File: config.mk
export PLATFORM = sky130hd
export DESIGN_NAME = adc_seq_ctrl
export DESIGN_NICKNAME = d
export VERILOG_FILES = /design/src/rtl/adc_seq_ctrl.sv
export SDC_FILE = /design/constraint.sdc
export NUM_CORES = 1
export LEC_CHECK = 0
export ABC_AREA = 1
export BUFFER_PORTS_ARGS = -buffer_cell sky130_fd_sc_hd__buf_2
export CAP_MARGIN = 20
export CORE_AREA = 2 2 87 56
export DETAILED_ROUTE_END_ITERATION = 7
export DIE_AREA = 0 0 89 58
export GPL_TIMING_DRIVEN = 0
export PLACE_DENSITY = 0.83
export SLEW_MARGIN = 20
export SYNTH_ARGS = -nofsm -noshare
export SYNTH_HDL_FRONTEND = slang
export SYNTH_SLANG_ARGS = --single-unit
File: constraint.sdc
create_clock -name clk -period 2.6 [get_ports clk]
set_input_delay 0.26 -clock clk [delete_from_list [all_inputs] [get_ports clk]]
set_output_delay 0.26 -clock clk [all_outputs]
set_load 0.005 [all_outputs]
File: src/rtl/adc_seq_ctrl.sv
module adc_seq_ctrl #(
  parameter int BASE_DEC = 64,
  parameter int DW       = 12
) (
  input  logic          clk,
  input  logic          rst_n,
  input  logic          reg_we,
  input  logic [31:0]   reg_wdata,
  output logic [31:0]   reg_rdata,
  input  logic          start,
  input  logic [DW-1:0] mod_data,
  output logic          conv_go,
  output logic [3:0]    mod_ch,
  output logic [1:0]    mod_ref,
  output logic [1:0]    mod_rate,
  output logic          result_valid,
  output logic [3:0]    result_ch,
  output logic [DW-1:0] result_data,
  output logic          busy,
  output logic          done
);

  localparam int CW = $clog2(BASE_DEC * 8) + 1;
  localparam logic [CW-1:0] BASE = CW'(BASE_DEC);

  logic [7:0]    cfg_q;
  logic          busy_q, done_q;
  logic [3:0]    cur_q, last_q;
  logic [1:0]    ref_q, rate_q;
  logic [CW-1:0] cnt_q;
  logic [CW-1:0] len;
  logic [3:0]    first_ch;
  logic          conv_end, accept;

  assign len      = BASE << rate_q;
  assign conv_end = (cnt_q == len - 1'b1);
  assign accept   = start && !busy_q;

  always_comb begin
    if (cfg_q[3:0] <= 4'd7)       first_ch = 4'd0;
    else if (cfg_q[3:0] <= 4'd11) first_ch = 4'd8;
    else                          first_ch = cfg_q[3:0];
  end

  always_ff @(posedge clk or negedge rst_n) begin
    if (!rst_n) begin
      cfg_q  <= '0;
      busy_q <= 1'b0;
      done_q <= 1'b0;
      cur_q  <= '0;
      last_q <= '0;
      ref_q  <= '0;
      rate_q <= '0;
      cnt_q  <= '0;
    end else begin
      if (reg_we) cfg_q <= reg_wdata[7:0];
      if (accept) begin
        busy_q <= 1'b1;
        done_q <= 1'b0;
        cur_q  <= first_ch;
        last_q <= cfg_q[3:0];
        ref_q  <= cfg_q[7:6];
        rate_q <= cfg_q[5:4];
        cnt_q  <= '0;
      end else if (busy_q) begin
        if (conv_end) begin
          cnt_q <= '0;
          if (cur_q == last_q) begin
            busy_q <= 1'b0;
            done_q <= 1'b1;
          end else begin
            cur_q <= cur_q + 4'd1;
          end
        end else begin
          cnt_q <= cnt_q + 1'b1;
        end
      end
    end
  end

  assign reg_rdata    = {24'd0, cfg_q[7:4], busy_q ? cur_q : cfg_q[3:0]};
  assign conv_go      = busy_q && (cnt_q == '0);
  assign result_valid = busy_q && conv_end;
  assign result_ch    = cur_q;
  assign result_data  = result_valid ? mod_data : '0;
  assign mod_ch       = cur_q;
  assign mod_ref      = ref_q;
  assign mod_rate     = rate_q;
  assign busy         = busy_q;
  assign done         = done_q;

  AST_CH_ASCENDS: assert property (@(posedge clk) disable iff (!rst_n)
    (busy && $past(busy) && mod_ch != $past(mod_ch)) |-> mod_ch == $past(mod_ch) + 4'd1);
  AST_SPECIAL_SINGLE: assert property (@(posedge clk) disable iff (!rst_n)
    (busy && last_q >= 4'd12) |-> mod_ch == last_q);
  AST_GO_FOLLOWS_VALID: assert property (@(posedge clk) disable iff (!rst_n)
    (result_valid && mod_ch != last_q) |=> conv_go);
  AST_SNAPSHOT_HELD: assert property (@(posedge clk) disable iff (!rst_n)
    (busy && start) |=> ($stable(mod_ref) && $stable(mod_rate)));
  AST_DONE_ON_FALL: assert property (@(posedge clk) disable iff (!rst_n)
    $fell(busy) |-> done);
  AST_VALID_ONLY_BUSY: assert property (@(posedge clk) disable iff (!rst_n)
    result_valid |-> busy);

endmodule

Yosys cells after proc, flatten, opt, wreduce, memory -nomap -nowiden
Cells that the tools add are included.
{"block": "totals", "register_bits": 32, "inputBits": 48, "out_inout_bits": 60, "word_cells": 46}
{"block": "op_classes", "addsub": 3, "n_lt_le_gt_ge": 2, "eq_ne": 3, "shifts": 1, "muxes": 19, "n_reduce_logical": 10}
{"op": "$mux 10", "n": 3}
{"op": "$mux 4", "n": 7}
{"op": "$mux 12", "n": 1}
{"op": "$add 10x1->10 const B", "n": 1}
{"op": "$eq 10x10->1", "n": 1}
{"op": "$logic_not 10->1", "n": 1}
{"op": "$shl 7x2->10 const A", "n": 1}
{"op": "$sub 10x1->10 const B", "n": 1}
{"op": "$mux 1", "n": 8}
{"op": "$reduce_and 3->1", "n": 2}
{"op": "$reduce_bool 2->1", "n": 3}
{"op": "$add 4x1->4 const B", "n": 1}
{"op": "$eq 4x4->1", "n": 1}
{"op": "$le 4x3->1 const B", "n": 1}
{"op": "$le 4x4->1 const B", "n": 1}
{"op": "$logic_and 1x1->1", "n": 3}
{"op": "$ne 2x2->1 const B", "n": 1}
{"op": "$logic_not 1->1", "n": 1}

Logic depth before layout (Yosys ltp)
{"block": "depth", "word_depth": 6, "mapped_depth": 10, "depth_no_buf": 10}

Worst setup path before layout
OpenSTA, ideal clock, no wires.
{"block": "synth_path", "path_type": "register to output", "from": "reg cnt_q[0]", "to": "out result_data[10]", "arrival_time_ps": 1378, "required_ps": 2340, "path_slack_ps": 962, "stages_incl_launch_ff": 11, "path_buffers": 1, "path_cell_list": "dfrtp_1 -> ha_1 -> nand2_2 -> nor2_2 -> nand2_1 -> nor2_1 -> nand2_2 -> inv_2 -> nand2_4 -> buf_6 -> nor2_2"}
{"block": "synth_between", "elab_chain_cells": 3}
{"element": "start: declaration", "line_no": "30", "text": "logic [CW-1:0] cnt_q;"}
{"element": "start signal: assignment", "line_no": "75", "text": "cnt_q <= cnt_q + 1'b1;"}
{"element": "$eq 10x10->1", "line_no": "36", "text": "assign conv_end = (cnt_q == len - 1'b1);"}
{"element": "$logic_and 1x1->1", "line_no": "83", "text": "assign result_valid = busy_q && conv_end;"}
{"element": "$mux 12", "line_no": "85", "text": "assign result_data = result_valid ? mod_data : '0;"}
{"element": "end: declaration", "line_no": "18", "text": "output logic [DW-1:0] result_data,"}
No other way between the ends.

Final worst setup path
{"block": "layout_path", "from": "reg cnt_q[0]", "to": "out result_data[5]"}
The elaborated chain is that of the path after synthesis.

==> flow_summary.ini <==
[critical_path]
r2r-start = cnt_q[0]$_DFFE_PN0P_
endpoint = result_data[5]
cp_slowest_stage_delay_ns = 0.43
reg2reg_slack_ns = 0.87
worstPathRequired_ns = 2.34
critPathCaptureType = primary output
crit_fanout = 10
crit_start = cnt_q[0]$_DFFE_PN0P_
path_cells = ha_1 -> nand2_2 -> nor2_2 -> nand2_1 -> nor2_1 -> nand2_2 -> inv_2 -> nand2_4 -> buf_6 -> nor2_2 -> buf_2
worstSetupPathType = register to primary output
reg2reg_depth = 10
start_kind = register
cpMaxStageDelayCell = dfrtp_1
rr_endpoint = cnt_q[2]$_DFFE_PN0P_
cp.arrival_ns = 2.01

[clock_tree]
cts-root-buf = clkbuf_8
cts_tree = built
cts_max_path_buffers = 2
htreeDepth = 2
cts-buffers-inserted = 5
worstSkewPairLatency_ns = 0.29
cts_setup_buffers = 0
clk_pin_slew_ns = 0.07
clock_sinks = 32
cts_hold_buf = 0
cts_resized = 0

[timing]
min_period_ns = 2.27
fin_ws_ns = 0.326
finalHoldViolCount = 0
finClkSkew_ns = 0.00489
fmax_mhz = 440
report.final.slew_viol_count = 0
tightest_slew_ns = 0.695
relSlewSlack = 0.537
grt_setup_unrepaired = false
fin_setup_tns_ns = 0
period_share = 0.875
setup_viol = 0

[routing]
routed_wl_mm = 4.33
via_count = 1843
drc_errors = 0
avgRoutedWirePerCell_um = 10.3
drtIter0Drc = 70
avgViaCountPerCell = 4.37
firstDrtPassIters = 6
ant_nets = 0

[power_and_ir_drop]
ir_worst_vdd_mv = 0.269
total_power_mw = 1.78
power_density_nw_per_um2 = 692
leakagePower_nw = 1.52

[yosys]
ys_async_sr_fraction = 1.00
synth.area.top_cells = dfrtp_1 (40%), buf_4 (12%), nand2_1 (11%)
synthesis.area_um2 = 2010
yosysSeqAreaShare = 0.398
synthDistinctLibCells = 23
synth_edf_count = 0
yosysMostFrequentCell = nand2_1
avgSynthCellArea_um2 = 7.48
synth_commonest_cells = nand2_1 (61), inv_1 (41), buf_4 (33)
yosysWarnings = 0
ys_ff_latch = 32
synthesis.instances = 269
synth_flop_cell = dfrtp_1
netlist.area_leader.share = 0.398
yosys.area.top_type = dfrtp_1

[placed_design]
io_buffers = 59
post-place-ws_ns = 0.659
routabilityCongestion = 0.801
dp_cells = 414
dp_hpwl_mm = 3.38

[run]
cap_violations = 0

[finish]
fillers = 440
nets = 409
layout-area-overhead-vs-synth_pct = 27.5
post_route_cells_drive_above_1_share = 0.329
instances_no_fill = 422
n_antenna_cell = 0

[floorplanning]
initial_utilization = 0.460
ioPinCount = 108
die_area_um2 = 5160
die_w_um = 89
fp.dieH_um = 58
coreArea_um2 = 4370
rows = 19

[run_status]
status = finished, final reports clean

[global_route]
grt_overflow_total = 0
grt_antenna_before_repair = 0
grtUsageTotal = 0.174
grt_pass1_vias = 1532
grt_max_degree = 33
grt_pass1_wl_mm = 6.91

[hold_path]
worstHoldPathType = primary input to asynchronous set/reset pin
-- state kept, by name, indices dropped and copies added, names as in the netlist --
register,cells
cnt_q,10
cfg_q,8
last_q,4
mod_ch,4
mod_rate,2
mod_ref,2
busy,1
done,1
-- cell families (layout without fill, tap and decap cells) --
group | Yosys count | in the layout | synth area share
simple gates | 113 | 113 | 0.250
fa+ha+maj | 3 | 3 | 0.0186
compound gates | 32 | 32 | 0.0802
xor+xnor | 9 | 9 | 0.0392
flops | 32 | 32 | 0.398
other cells | 1 | 24 | 0.00186
buf+inv | 79 | 146 | 0.213
-- worst max-delay path: cells and delay by family, from the launching register on --
| family | cells | cell delay [ns] |
|---|---|---|
| adder cells (fa/ha/maj) | 1 | 0.23 |
| buffers and inverters | 3 | 0.37 |
| flip-flops | 1 | 0.43 |
| AND/OR/NAND/NOR | 7 | 0.70 |
-- through the flow --
stage	hold WS (ns)	instance area (µm²)	util
after floorplan	-0.0356	2100	-
after global placement	0.351	2470	0.566
after detailed placement	0.354	2470	0.566
after CTS	0.0379	2570	0.587
after global routing	0.0645	2570	0.587
final	0.00791	2570	0.587
-- cells in the final DEF (no fill, tap or decap), drive strengths merged, types with 3 or more instances in the layout --
master,n
ha,3
a21oi,3
xor2,7
nor2,29
clkbuf,8
inv,42
o21ai,28
buf,93
nand4,3
nand2,64
conb,24
nand3,15
dfrtp,32
-- final cells by class --
| cell class | instances | area (µm²) | share of cell area |
|---|---|---|---|
| well taps | 63 | 78.8 | 0.0307 |
| flip-flops and latches | 32 | 801 | 0.312 |
| inverters | 42 | 158 | 0.0614 |
| plain buffers | 37 | 270 | 0.105 |
| repair buffers | 59 | 295 | 0.115 |
| multi-input cells | 181 | 871 | 0.339 |
| clock inverters | 3 | 23.8 | 0.00926 |
| clock buffers | 5 | 68.8 | 0.0268 |
-- where the power goes --
part / total [mW] / internal [mW] / switching [mW]
Clock: 0.393 / 0.189 / 0.204
Combinational: 0.605 / 0.297 / 0.308
Sequential: 0.776 / 0.618 / 0.159
-- worst min-delay path by stage --
stage,startpoint,to,slack [ns],depth (start not counted)
after detailed placement,rst_n,cfg_q[4]$_DFFE_PN0P_,0.35,1
after global placement,rst_n,cfg_q[4]$_DFFE_PN0P_,0.35,1
after floorplan,rst_n,busy$_DFF_PN0_,-0.04,0
after global routing,rst_n,mod_ref[1]$_DFFE_PN0P_,0.06,1
after CTS,rst_n,cfg_q[5]$_DFFE_PN0P_,0.04,1
final,rst_n,cfg_q[4]$_DFFE_PN0P_,0.008,1
-- routing by layer --
layer | GRT usage | wire length [µm]
met1 | 0.247 | 2090
met2 | 0.260 | 1800
met3 | 0.0527 | 396
met4 | 0.0512 | 44
met5 | 0 | 0
Note: power is estimated with default switching activity, not from simulation.
